### config.mk
export PLATFORM = sky130hd
export DESIGN_NAME = bus_wdog_supervisor
export DESIGN_NICKNAME = d
export VERILOG_FILES = /design/src/rtl/wdsup_pkg.sv /design/src/rtl/bus_cond_detect.sv /design/src/rtl/reset_hold.sv /design/src/rtl/wdog_timer.sv /design/src/rtl/bus_wdog_supervisor.sv
export SDC_FILE = /design/constraint.sdc
export NUM_CORES = 1
export LEC_CHECK = 0
export BUFFER_PORTS_ARGS = -buffer_cell sky130_fd_sc_hd__buf_4
export CAP_MARGIN = 30
export CORE_UTILIZATION = 57
export CTS_CLUSTER_DIAMETER = 30
export CTS_CLUSTER_SIZE = 16
export DETAILED_ROUTE_END_ITERATION = 10
export PLACE_DENSITY = 0.84
export SLEW_MARGIN = 20
export SYNTH_ARGS = -nofsm -noshare
export SYNTH_HDL_FRONTEND = slang
export SYNTH_SLANG_ARGS = --single-unit
export TNS_END_PERCENT = 20
### constraint.sdc
create_clock -name clk -period 2.6 [get_ports clk]
set_clock_uncertainty 0.2 [all_clocks]
set_input_delay 0.13 -clock clk [delete_from_list [all_inputs] [get_ports clk]]
set_output_delay 0.13 -clock clk [all_outputs]
set_load 0.01 [all_outputs]
### src/rtl/wdsup_pkg.sv
package wdsup_pkg;
  // Watchdog period select; the encoding is decoded by the timer
  typedef enum logic [1:0] {
    WD_LONG  = 2'b00,
    WD_MID   = 2'b01,
    WD_SHORT = 2'b10,
    WD_OFF   = 2'b11
  } wd_sel_e;
endpackage

### src/rtl/bus_cond_detect.sv
module bus_cond_detect (
  input  logic clk,
  input  logic rst_n,
  input  logic scl,
  input  logic sda,
  output logic kick_o
);
  logic scl_q, sda_q, armed_q;
  logic armed_d, start_c, stop_c;

  always_comb begin
    start_c = scl & scl_q & sda_q & ~sda;
    stop_c  = scl & scl_q & ~sda_q & sda;
    armed_d = armed_q;
    if (start_c)     armed_d = 1'b1;
    else if (stop_c) armed_d = 1'b0;
    kick_o  = stop_c & armed_q;
  end

  always_ff @(posedge clk or negedge rst_n) begin
    if (!rst_n) begin
      scl_q   <= 1'b1;
      sda_q   <= 1'b1;
      armed_q <= 1'b0;
    end else begin
      scl_q   <= scl;
      sda_q   <= sda;
      armed_q <= armed_d;
    end
  end

  AST_START_ARMS: assert property (@(posedge clk) disable iff (!rst_n)
    (scl && scl_q && sda_q && !sda) |=> armed_q);
  AST_KICK_DISARMS: assert property (@(posedge clk) disable iff (!rst_n)
    kick_o |=> !armed_q);
endmodule

### src/rtl/reset_hold.sv
module reset_hold #(
  parameter int unsigned DLY_TICKS = 200
) (
  input  logic clk,
  input  logic rst_n,
  input  logic tick,
  input  logic supply_ok,
  input  logic wd_expire,
  output logic in_reset_o
);
  localparam int unsigned CW = $clog2(DLY_TICKS + 1);
  localparam logic [CW-1:0] LAST = CW'(DLY_TICKS - 1);

  logic          in_reset_q, in_reset_d;
  logic [CW-1:0] cnt_q, cnt_d;

  always_comb begin
    in_reset_d = in_reset_q;
    cnt_d      = cnt_q;
    if (!supply_ok || wd_expire) begin
      in_reset_d = 1'b1;
      cnt_d      = '0;
    end else if (in_reset_q && tick) begin
      if (cnt_q == LAST) begin
        in_reset_d = 1'b0;
        cnt_d      = '0;
      end else begin
        cnt_d = cnt_q + 1'b1;
      end
    end
  end

  always_ff @(posedge clk or negedge rst_n) begin
    if (!rst_n) begin
      in_reset_q <= 1'b1;
      cnt_q      <= '0;
    end else begin
      in_reset_q <= in_reset_d;
      cnt_q      <= cnt_d;
    end
  end

  assign in_reset_o = in_reset_q;

  AST_SUPPLY_LOW_HOLDS: assert property (@(posedge clk) disable iff (!rst_n)
    !supply_ok |=> in_reset_q && cnt_q == '0);
  AST_RELEASE_ON_TICK: assert property (@(posedge clk) disable iff (!rst_n)
    $fell(in_reset_q) |-> $past(supply_ok) && $past(tick));
  AST_EXPIRE_ASSERTS: assert property (@(posedge clk) disable iff (!rst_n)
    wd_expire |=> in_reset_q);
endmodule

### src/rtl/wdog_timer.sv
module wdog_timer
  import wdsup_pkg::*;
#(
  parameter int unsigned T_LONG  = 1400,
  parameter int unsigned T_MID   = 600,
  parameter int unsigned T_SHORT = 200
) (
  input  logic       clk,
  input  logic       rst_n,
  input  logic       tick,
  input  logic       hold,
  input  logic       kick,
  input  logic       wp,
  input  logic       sel_we,
  input  logic [1:0] sel_wdata,
  output logic       expire_o
);
  localparam int unsigned TMAX = (T_LONG > T_MID) ?
                                 ((T_LONG > T_SHORT) ? T_LONG : T_SHORT) :
                                 ((T_MID > T_SHORT) ? T_MID : T_SHORT);
  localparam int unsigned CW = $clog2(TMAX + 1);

  wd_sel_e       sel_q;
  logic          sel_wr, run;
  logic [CW-1:0] lim_last;
  logic [CW-1:0] wcnt_q, wcnt_d;

  // Retained select: deliberately outside the logic reset
  always_ff @(posedge clk) begin
    if (sel_wr) sel_q <= wd_sel_e'(sel_wdata);
  end

  always_comb begin
    sel_wr = sel_we & ~wp;
    unique case (sel_q)
      WD_LONG:  lim_last = CW'(T_LONG - 1);
      WD_MID:   lim_last = CW'(T_MID - 1);
      WD_SHORT: lim_last = CW'(T_SHORT - 1);
      default:  lim_last = '0;
    endcase
    run      = (sel_q != WD_OFF) & ~hold;
    expire_o = run & tick & (wcnt_q == lim_last) & ~kick & ~sel_wr;
    wcnt_d   = wcnt_q;
    if (!run || kick || sel_wr || expire_o) wcnt_d = '0;
    else if (tick)                          wcnt_d = wcnt_q + 1'b1;
  end

  always_ff @(posedge clk or negedge rst_n) begin
    if (!rst_n) wcnt_q <= '0;
    else        wcnt_q <= wcnt_d;
  end

  AST_WP_BLOCKS_WRITE: assert property (@(posedge clk) disable iff (!rst_n)
    (sel_we && wp) |=> $stable(sel_q));
  AST_WRITE_CLEARS: assert property (@(posedge clk) disable iff (!rst_n)
    (sel_we && !wp) |=> wcnt_q == '0);
  AST_KICK_CLEARS: assert property (@(posedge clk) disable iff (!rst_n)
    kick |=> wcnt_q == '0);
  AST_HOLD_ZERO: assert property (@(posedge clk) disable iff (!rst_n)
    hold |=> wcnt_q == '0);
  AST_OFF_NO_EXPIRE: assert property (@(posedge clk) disable iff (!rst_n)
    (sel_q == WD_OFF) |-> !expire_o);
  AST_NO_OVERFLOW: assert property (@(posedge clk) disable iff (!rst_n)
    wcnt_q <= CW'(TMAX));
endmodule

### src/rtl/bus_wdog_supervisor.sv
module bus_wdog_supervisor #(
  parameter int unsigned DLY_TICKS = 200,
  parameter int unsigned T_LONG    = 1400,
  parameter int unsigned T_MID     = 600,
  parameter int unsigned T_SHORT   = 200
) (
  input  logic       clk,
  input  logic       rst_n,
  input  logic       tick_ms,
  input  logic       scl,
  input  logic       sda,
  input  logic       supply_ok,
  input  logic       wp,
  input  logic       sel_we,
  input  logic [1:0] sel_wdata,
  output logic       rst_out,
  output logic       rst_out_n
);
  logic kick, expire, in_reset, rst_active;

  bus_cond_detect u_bus (
    .clk    (clk),
    .rst_n  (rst_n),
    .scl    (scl),
    .sda    (sda),
    .kick_o (kick)
  );

  reset_hold #(.DLY_TICKS(DLY_TICKS)) u_hold (
    .clk        (clk),
    .rst_n      (rst_n),
    .tick       (tick_ms),
    .supply_ok  (supply_ok),
    .wd_expire  (expire),
    .in_reset_o (in_reset)
  );

  wdog_timer #(.T_LONG(T_LONG), .T_MID(T_MID), .T_SHORT(T_SHORT)) u_wdog (
    .clk       (clk),
    .rst_n     (rst_n),
    .tick      (tick_ms),
    .hold      (rst_active),
    .kick      (kick),
    .wp        (wp),
    .sel_we    (sel_we),
    .sel_wdata (sel_wdata),
    .expire_o  (expire)
  );

  // Supply loss reaches the pins without waiting for a clock edge
  assign rst_active = in_reset | ~supply_ok;
  assign rst_out    = rst_active;
  assign rst_out_n  = ~rst_active;

  AST_POLARITY_PAIR: assert property (@(posedge clk) disable iff (!rst_n)
    rst_out != rst_out_n);
  AST_SUPPLY_TO_PIN: assert property (@(posedge clk) disable iff (!rst_n)
    !supply_ok |-> rst_out && !rst_out_n);
endmodule

==> metrics, run 1 <==
Layout Nets=168; synth warn=0; VDD IR-drop max=0.540 mV; Pre-antenna DRT Iters=4; CTS resizes=0; Synth Instances=137; f_max=453 MHz; first-pass GRT wire length=4270 um; slew margin rel.=72.9%; Post-CTS Hold Buffers=7; Die ar.=2480 sq um; DRC errors left=0; average wire per standard cell=14.0 um; CP required=2.65 ns; initial core utilization=63.2%; I/O pin count=12; Setup crit start kind=flop; worst-margin pin slew=0.405 ns; max capacitance violation total=0; RSZ-0062 raised after global routing=no; Critical Path End Type=flop; most frequent cells in the layout=nor2_1, dfrtp_1, xor2_1, nand2_1, buf_4; FILL cells=152; Reg clk slew, reported paths=0.14 ns; synthesized area=1300 sq um; H-tree levels=1; grt ovf=0; clock sinks=25; dpl ws=0.414 ns; vias in the first global route=993; DR vias=1056; Setup Total Neg Slack=0 ns; register area share after synthesis=49.0%; PwrDens=427 nW/um^2; leakage power=0.000637 uW; syn avg cell area=9.52 sq um; Cell Rows=16; initial drt markers=37; Port Buffer Count=11; most common cell after layout, fill and taps aside=nor2_1; Area Overhead vs Synth=14.9%; overall die height=49.8 um; die outline width=49.8 um; Synth cell types=37; Final Critical Period=2.21 ns; asr flop ratio synth=92.0%; DP HPWL=1830 um; Worst R2R Setup Slack=0.39 ns; GR Util All Layers=22.7%; CP Max Fanout=6; Final Max Tran Viols=0; routed wire length=2550 um; final antenna-violating net count=0; R2R cell count=5; CTS buffer count=3; Clock Latency Late Sink=0.31 ns; final setup margin=0.394 ns; crit share post-route=84.8%; Via density=5.80; CTS Root Cell=clkbuf_4; RR Startpoint=u_wdog.sel_q[1]$_DFFE_PP_; initial antenna violation count=0; GPL Wtd Cong=0.876; Final Hold Vio Count=0; setup repair bufs after CTS=0; R2R Path End=u_hold.cnt_q[6]$_DFFE_PN0P_; Synth Flop Type=dfrtp_1; TritonCTS clock tree=built; Final setup violation count=0; pin count of the biggest net entering global routing=24; syn_nets=149; share of layout cells above drive strength 1=12.9%; # diodes=0; core area=2060 sq um; crit path kind=flop to flop; crit path DAT=2.25 ns; CTS Buffer Depth=2; outcome=finished clean; #FFs+latches synth=25; number of synthesized flops with an enable pin=2; Hold Path Class=input pin to asynchronous set/reset pin
==> critical path, cell delays in order (launching register included) <==
cell	delay, ns
edfxtp_1	0.48
or4b_1	0.57
a211oi_2	0.25
a31oi_1	0.17
or3_1	0.33
a21oi_1	0.16
==> routing by layer <==
metal	wire, um	global-route usage, %	vias to the layer above	share of wire [%]
met5	0	0	-	0
met4	16	4.29	0	0.63
met3	123	3.09	2	4.8
met1	1190	30.3	502	47
met2	1220	39.4	38	48
li1	-	-	514	-
==> worst max path at each step <==
| stage | start | endpoint | slack, ns | depth (start not counted) |
|---|---|---|---|---|
| global placement | u_wdog.sel_q[1]$_DFFE_PP_ | u_hold.cnt_q[7]$_DFFE_PN0P_ | 0.50 | 5 |
| finish | u_wdog.sel_q[1]$_DFFE_PP_ | u_hold.cnt_q[6]$_DFFE_PN0P_ | 0.39 | 5 |
| detailed placement | u_wdog.sel_q[1]$_DFFE_PP_ | u_hold.cnt_q[7]$_DFFE_PN0P_ | 0.41 | 5 |
| global route | u_wdog.sel_q[0]$_DFFE_PP_ | u_hold.cnt_q[7]$_DFFE_PN0P_ | 0.21 | 6 |
| CTS | u_wdog.sel_q[1]$_DFFE_PP_ | u_hold.cnt_q[6]$_DFFE_PN0P_ | 0.42 | 5 |
| floorplan | u_wdog.sel_q[1]$_DFFE_PP_ | u_hold.cnt_q[6]$_DFFE_PN0P_ | 0.55 | 5 |
==> cell usage after synthesis, types with 2 or more instances <==
cell,count,share of area [%]
dfrtp_1,20,38
ha_1,2,1.9
buf_2,3,1.2
nand3_1,9,3.5
nor2b_1,3,1.4
o21ai_0,3,1.2
xor2_1,12,8.1
nor2_1,21,6.0
nand4_1,5,2.4
inv_1,4,1.2
and3_1,3,1.4
nand2b_1,3,1.4
or3_1,2,0.96
nand2_1,11,3.2
dfstp_2,3,6.0
a21oi_1,5,1.9
edfxtp_1,2,4.6
nor4_1,2,0.96
xnor2_1,4,2.7
a31oi_1,3,1.4
==> metrics by stage <==
step	cell area (sq um)	util (%)	power, uW	instances	hold slack (ns)
floorplan	1300	-	443	137	-0.366
global placement	1400	68.0	465	171	-0.167
detailed placement	1400	68.0	467	171	-0.157
CTS	1500	72.6	643	182	0.0176
global route	1500	72.6	663	182	0.0344
finish	1500	72.6	640	182	0.0230
==> sequential cells by signal (all words and copies together) (netlist names) <==
signal / count
u_wdog.sel_q: 2
u_hold.in_reset_o: 1
u_bus.sda_q: 1
u_hold.cnt_q: 8
u_bus.armed_q: 1
u_wdog.wcnt_q: 11
u_bus.scl_q: 1
==> layout make-up <==
type	count	area [sq um]	area share [%]
Multi-Input combinational cell	103	627	41.9
Sequential cell	25	639	42.7
Timing Repair Buffer	18	153	10.2
Clock buffer	4	26.3	1.75
Inverter	5	18.8	1.25
Tap cell	27	33.8	2.26
==> logic make-up after synthesis <==
family / synth area share, %
flip-flops: 49.0
AO/OA/AOI/OAI: 10.3
XOR/XNOR: 10.7
adder cells (fa/ha/maj): 1.92
AND/OR/NAND/NOR: 24.4
multiplexers: 0.768
buffers and inverters: 2.88
==> power by group <==
group | total [uW] | leakage (uW) | internal [uW] | switching (uW)
combinational | 56.1 | 0.000298 | 28.5 | 27.6
sequential | 412 | 0.000324 | 403 | 8.69
clock | 172 | 0.0000150 | 59.8 | 112
total | 640 | 0.000637 | 491 | 149
Power figures use the tool's default switching activity.
==> run 2: changes to the inputs <==
--- a/config.mk
+++ b/config.mk
@@ -7,11 +7,11 @@
 export LEC_CHECK = 0
 export BUFFER_PORTS_ARGS = -buffer_cell sky130_fd_sc_hd__buf_4
 export CAP_MARGIN = 30
-export CORE_UTILIZATION = 57
+export CORE_UTILIZATION = 52
 export CTS_CLUSTER_DIAMETER = 30
 export CTS_CLUSTER_SIZE = 16
 export DETAILED_ROUTE_END_ITERATION = 10
-export PLACE_DENSITY = 0.84
+export PLACE_DENSITY = 0.81
 export SLEW_MARGIN = 20
 export SYNTH_ARGS = -nofsm -noshare
 export SYNTH_HDL_FRONTEND = slang
==> constraint.sdc (replaced) <==
create_clock -name clk -period 1.8 [get_ports clk]
set_clock_uncertainty 0.2 [all_clocks]
set_input_delay 0.09 -clock clk [delete_from_list [all_inputs] [get_ports clk]]
set_output_delay 0.09 -clock clk [all_outputs]
set_load 0.01 [all_outputs]
==> metrics, run 2 (synthesis results as in run 1) <==
count of non-filler cells in the finished layout=207 (+14%); GR Util All Layers=28.8% (+6.0 points); failing checks=negative setup slack; sw power=249 uW (+68%); H-tree levels=1 (unchanged); crit share post-route=121% (+36 points); Setup crit start kind=flop; Final setup violation count=20 (+20); GPL Wtd Cong=0.914 (+4.2%); routed wire length=4010 um (+57%); VDD IR-drop max=0.592 mV (+9.5%); DP HPWL=2120 um (+16%); internal power=725 uW (+48%); Biggest register=u_wdog.wcnt_q; CP required=1.87 ns (-0.78 ns); Placed Instances=192 (+12%); Hold Path Class=input pin to flop; initial drt markers=68 (+84%); core area=2300 sq um (+11%); sw frac=25.6% (+2.4 points); Clk pwr share=26.9% (about the same); max capacitance violation total=0 (unchanged); Final Max Tran Viols=0 (unchanged); outcome=finished, violations left; Clock Latency Late Sink=0.33 ns (+0.02 ns); die outline width=52.1 um (+4.5%); final setup margin=-0.379 ns (-0.773 ns); CP Max Fanout=3 (-3); clock sinks=25 (unchanged); leakage power=0.000788 uW (+24%); Critical Path End Type=flop; initial antenna violation count=0 (unchanged); Pre-antenna DRT Iters=4 (unchanged); f_max=459 MHz (+1.3%); DRC errors left=0 (unchanged); most common cell after layout, fill and taps aside=buf_4; crit path DAT=2.25 ns (about the same); final antenna-violating net count=0 (unchanged); sequential share of power=60.9% (-3.4 points); dpl ws=-0.277 ns (-0.690 ns); Port Buffer Count=11 (unchanged); first-pass GRT wire length=5540 um (+30%); DR vias=1298 (+23%); Comb pwr share=12.2% (+3.4 points); RSZ-0062 raised after global routing=yes; Die ar.=2710 sq um (+9.2%); Via density=6.27 (+8.1%); crit path kind=flop to flop; worst-margin pin slew=0.480 ns (+0.0746 ns); PwrDens=547 nW/um^2 (+28%); TritonCTS clock tree=built; most frequent cells in the layout=buf_4, dfrtp_1, nor2_1, xor2_1; share of layout cells above drive strength 1=30.2% (+17 points); Area Overhead vs Synth=36.7%; grt ovf=0 (unchanged); Layout Nets=192 (+14%); Final Critical Period=2.18 ns (-0.0273 ns); I/O pin count=12 (unchanged); vias in the first global route=1208 (+22%); overall die height=52.1 um (+4.5%); CTS buffer count=3 (unchanged); overall power=974 uW (+52%); top flop regs=u_wdog.wcnt_q (11), u_hold.cnt_q (8), u_wdog.sel_q (2); hold_ws=0.0249 ns (+0.00191 ns); initial core utilization=56.8% (-6.5 points); slew margin rel.=67.9% (-5.0 points); pin count of the biggest net entering global routing=21 (-13%); average wire per standard cell=19.4 um (+38%); Final Hold Vio Count=0 (unchanged); # diodes=0 (unchanged); CTS Root Cell=clkbuf_4; number of flip-flops under the largest register name=11 (unchanged); CTS Buffer Depth=2 (unchanged); Cell Rows=17 (+1); Reg clk slew, reported paths=0.14 ns (about the same)
[run 2: cell count changes in the layout (fill, tap and decap cells not counted), sizes merged]
cell,delta
buf,+23
clkinv,+1
dlygate4sd3,+1
clkbuf,-1
[run 2: through the flow]
step | utilization (%) | area (sq um) | TNS [ns]
2_1_floorplan | - | 1300 | -1.71
3_3_place_gp | 67.6 | 1550 | -2.47
3_5_place_dp | 67.6 | 1550 | -3.53
4_1_cts | 74.0 | 1700 | -3.68
5_1_grt | 77.6 | 1780 | -7.62
6_report | 77.6 | 1780 | -6.49
[run 2: path summary, 6_finish.rpt]
| path | from | to | slack (ns) | cells after the start |
|---|---|---|---|---|
| setup / recovery | u_wdog.wcnt_q[8]$_DFFE_PN0P_ | u_hold.cnt_q[6]$_DFFE_PN0P_ | -0.38 | 7 |
| hold / removal | supply_ok | u_hold.cnt_q[2]$_DFFE_PN0P_ | 0.02 | 5 |
| setup reg to reg | u_wdog.wcnt_q[8]$_DFFE_PN0P_ | u_hold.cnt_q[6]$_DFFE_PN0P_ | -0.38 | 7 |
| hold reg to reg | u_hold.cnt_q[1]$_DFFE_PN0P_ | u_hold.cnt_q[1]$_DFFE_PN0P_ | 0.38 | 2 |
| max in group asynchronous | rst_n | u_wdog.wcnt_q[1]$_DFFE_PN0P_ | 0.32 | 4 |
| min in group asynchronous | rst_n | u_hold.in_reset_o$_DFFE_PN1P_ | 0.05 | 2 |
[run 2: worst max-delay path: stages (launching register included)]
cell	delay (ns)
dfrtp_1	0.43
buf_4	0.16
nor4_4	0.32
a22oi_2	0.16
a211oi_4	0.22
a31oi_2	0.14
or3_1	0.33
a21oi_1	0.15
[run 2: repair_timing]
| item | in CTS | in global routing |
|---|---|---|
| hold buffers | 8 | 0 |
| gates resized for setup | 4 | 17 |
| setup endpoints to repair | 20 | 20 |
| setup buffers | 2 | 0 |
| hold endpoints to repair | 35 | 0 |
| pin swaps | 7 | 5 |
[run 2: area by class of cell]
class                           count  area (sq um)
Multi-Input combinational cell    103           707
Sequential cell                    25           639
Fill cell                         131           515
Timing Repair Buffer               42           354
Tap cell                           28          35.0
Clock buffer                        3          22.5
Inverter                            5          18.8
Clock inverter                      1          5.00
[run 2: layer usage]
layer	up-vias	share of wire [%]	track usage (%)
met2	88	49	48.3
met1	617	38	37.5
li1	563	-	-
met4	0	6.0	13.1
met5	-	0	0
met3	30	6.3	2.34
[run 2: power by group through the flow]
stage	Sequential, uW	Clock [uW]	Combinational [uW]
after floorplan	600	0	40.0
after global placement	601	0	79.0
after detailed placement	602	0	82.5
after CTS	591	260	104
after global routing	595	279	128
final	593	262	119
==> run 3: changes to the inputs <==
==> constraint.sdc (replaced) <==
create_clock -name clk -period 2 [get_ports clk]
set_clock_uncertainty 0.2 [all_clocks]
set_input_delay 0.1 -clock clk [delete_from_list [all_inputs] [get_ports clk]]
set_output_delay 0.1 -clock clk [all_outputs]
set_load 0.01 [all_outputs]
==> metrics, run 3 (synthesis results as in run 1) <==
PwrDens=508 nW/um^2 (-7.0%); I/O pin count=12 (unchanged); clock sinks=25 (unchanged); Final Hold Vio Count=0 (unchanged); vias in the first global route=1042 (-14%); overall die height=52.1 um (unchanged); outcome=finished, violations left; initial core utilization=56.8% (unchanged); Setup crit start kind=flop; H-tree levels=1 (unchanged); final antenna-violating net count=0 (unchanged); slew margin rel.=65.9% (-2.0 points); CP Max Fanout=3 (unchanged); slowest CP cell=or4b_1; final setup margin=-0.138 ns (+0.240 ns); met3 GRT Util=3.80% (+1.5 points); failing checks=negative setup slack; GRT met1 Usage=31.7% (-5.8 points); Top Usage Layer GRT=met2; leakage power=0.000750 uW (-4.9%); top flop regs=u_wdog.wcnt_q (11), u_hold.cnt_q (8), u_wdog.sel_q (2); Area Overhead vs Synth=30.6%; Cell Rows=17 (unchanged); die outline width=52.1 um (unchanged); RSZ-0062 raised after global routing=yes; Cells on Worst Hold Path=5 (unchanged); number of flip-flops under the largest register name=11 (unchanged); crit path kind=flop to flop; Pre-antenna DRT Iters=4 (unchanged); RR Startpoint=u_wdog.sel_q[0]$_DFFE_PP_; Final Max Tran Viols=0 (unchanged); # diodes=0 (unchanged); DP HPWL=2000 um (-5.5%); CTS buffer count=3 (unchanged); crit path DAT=2.21 ns (-0.04 ns); GR Util All Layers=24.8% (-4.0 points); Max stage delay on crit path=0.48 ns (+0.05 ns); Worst R2R Setup Slack=-0.14 ns (+0.24 ns); Final Critical Period=2.14 ns (-0.0404 ns); crit share post-route=107% (-14 points); Hold Path Class=input pin to flop; Port Buffer Count=11 (unchanged); Layout Nets=184 (-4.2%); Setup Total Neg Slack=-0.524 ns (+5.96 ns); worst-margin pin slew=0.510 ns (+0.0296 ns); average wire per standard cell=15.7 um (-19%); Via density=5.86 (-6.6%); initial antenna violation count=0 (unchanged); hold path start=supply_ok; max capacitance violation total=0 (unchanged); grt ovf=0 (unchanged); VDD IR-drop max=0.472 mV (-20%); Critical Path End Type=flop; GPL Wtd Cong=0.900 (-1.4%); share of layout cells above drive strength 1=24.0% (-6.2 points); Reg clk slew, reported paths=0.14 ns (about the same); Clock Latency Late Sink=0.33 ns (about the same); Die ar.=2710 sq um (unchanged); CTS Buffer Depth=2 (unchanged); Final setup violation count=15 (-25%); dpl ws=-0.0503 ns (+0.226 ns); crit-path cells=a21oi_2 > or4b_1 > a211oi_2 > a31oi_1 > or3_1 > a21oi_2; f_max=468 MHz (+1.9%); Biggest register=u_wdog.wcnt_q; DRC errors left=0 (unchanged); most frequent cells in the layout=nor2_1, buf_4, dfrtp_1, xor2_1; cell mode on critical path=a21oi_2; first-pass GRT wire length=4730 um (-15%); core area=2300 sq um (unchanged); R2R cell count=6 (-1); initial drt markers=41 (-40%); TritonCTS clock tree=built; CP required=2.07 ns (+0.20 ns); routed wire length=3120 um (-22%); pin count of the biggest net entering global routing=21 (unchanged); worst hold path endpoint=u_hold.cnt_q[1]$_DFFE_PN0P_; met2 Use GR=41.2% (-7.1 points); R2R Path End=u_hold.cnt_q[6]$_DFFE_PN0P_; DR vias=1166 (-10%); CTS Root Cell=clkbuf_4
## run 3: changes by cell type in the layout (fill, tap and decap cells not counted), moves of 2 or more
cell,before,now
buf_4,29,20
nor2_4,2,0
a21oi_2,0,2
a21oi_1,5,3
buf_6,5,3
## run 3: how the worst max path moves through the flow
stage / from / endpoint / slack [ns] / cells after the start
floorplan: u_wdog.sel_q[1]$_DFFE_PP_ / u_hold.cnt_q[6]$_DFFE_PN0P_ / -0.05 / 5
global placement: u_wdog.sel_q[1]$_DFFE_PP_ / u_hold.cnt_q[7]$_DFFE_PN0P_ / 0.02 / 5
detailed placement: u_wdog.wcnt_q[8]$_DFFE_PN0P_ / u_hold.cnt_q[6]$_DFFE_PN0P_ / -0.05 / 6
CTS: u_wdog.wcnt_q[8]$_DFFE_PN0P_ / u_hold.cnt_q[6]$_DFFE_PN0P_ / -0.08 / 6
global route: u_wdog.wcnt_q[8]$_DFFE_PN0P_ / u_hold.cnt_q[6]$_DFFE_PN0P_ / -0.18 / 6
finish: u_wdog.sel_q[0]$_DFFE_PP_ / u_hold.cnt_q[6]$_DFFE_PN0P_ / -0.14 / 6
## run 3: final cells by class
class                   count  area [sq um]
multi-input cells         103           663
flip-flops and latches     25           639
fillers                   155           594
repair buffers             34           319
well taps                  28          35.0
clock buffers               3          22.5
inverters                   5          18.8
clock inverters             1          5.00
## run 3: repair_timing
action,4_1_cts,5_1_grt
gates resized for setup,1,10
pin swaps,1,4
cloned,0,1
hold buffers,9,0
setup endpoints to repair,7,20
setup buffers,0,1
endpoints found under the hold margin,36,0
## run 3: through the flow
stage | utilization [%] | power (uW) | hold slack [ns] | area (sq um) | cells
after floorplan | - | 576 | -0.396 | 1300 | 137
after CTS | 71.0 | 857 | 0.0173 | 1630 | 197
after global routing | 74.1 | 901 | 0.0101 | 1700 | 199
after detailed placement | 65.5 | 616 | -0.189 | 1510 | 184
final | 74.1 | 865 | 0.00984 | 1700 | 199
after global placement | 65.5 | 611 | -0.197 | 1510 | 184
## run 3: power breakdown
group	switching (uW)	internal [uW]	total, uW
clock	157	75.3	232
sequential	9.54	524	533
combinational	48.3	51.6	99.9
total	215	651	865
## run 3: worst max-delay path, delay by kind of cell, from the launching register on
family / cells / cell delay (ns)
AND/OR/NAND/NOR: 2 / 0.84
AO/OA/AOI/OAI: 4 / 0.62
flip-flops: 1 / 0.43
## run 3: per-layer routing
layer	wire (um)	part of all wire (%)
met1	1350	43
met2	1580	51
met3	118	3.8
met4	65	2.1
met5	0	0
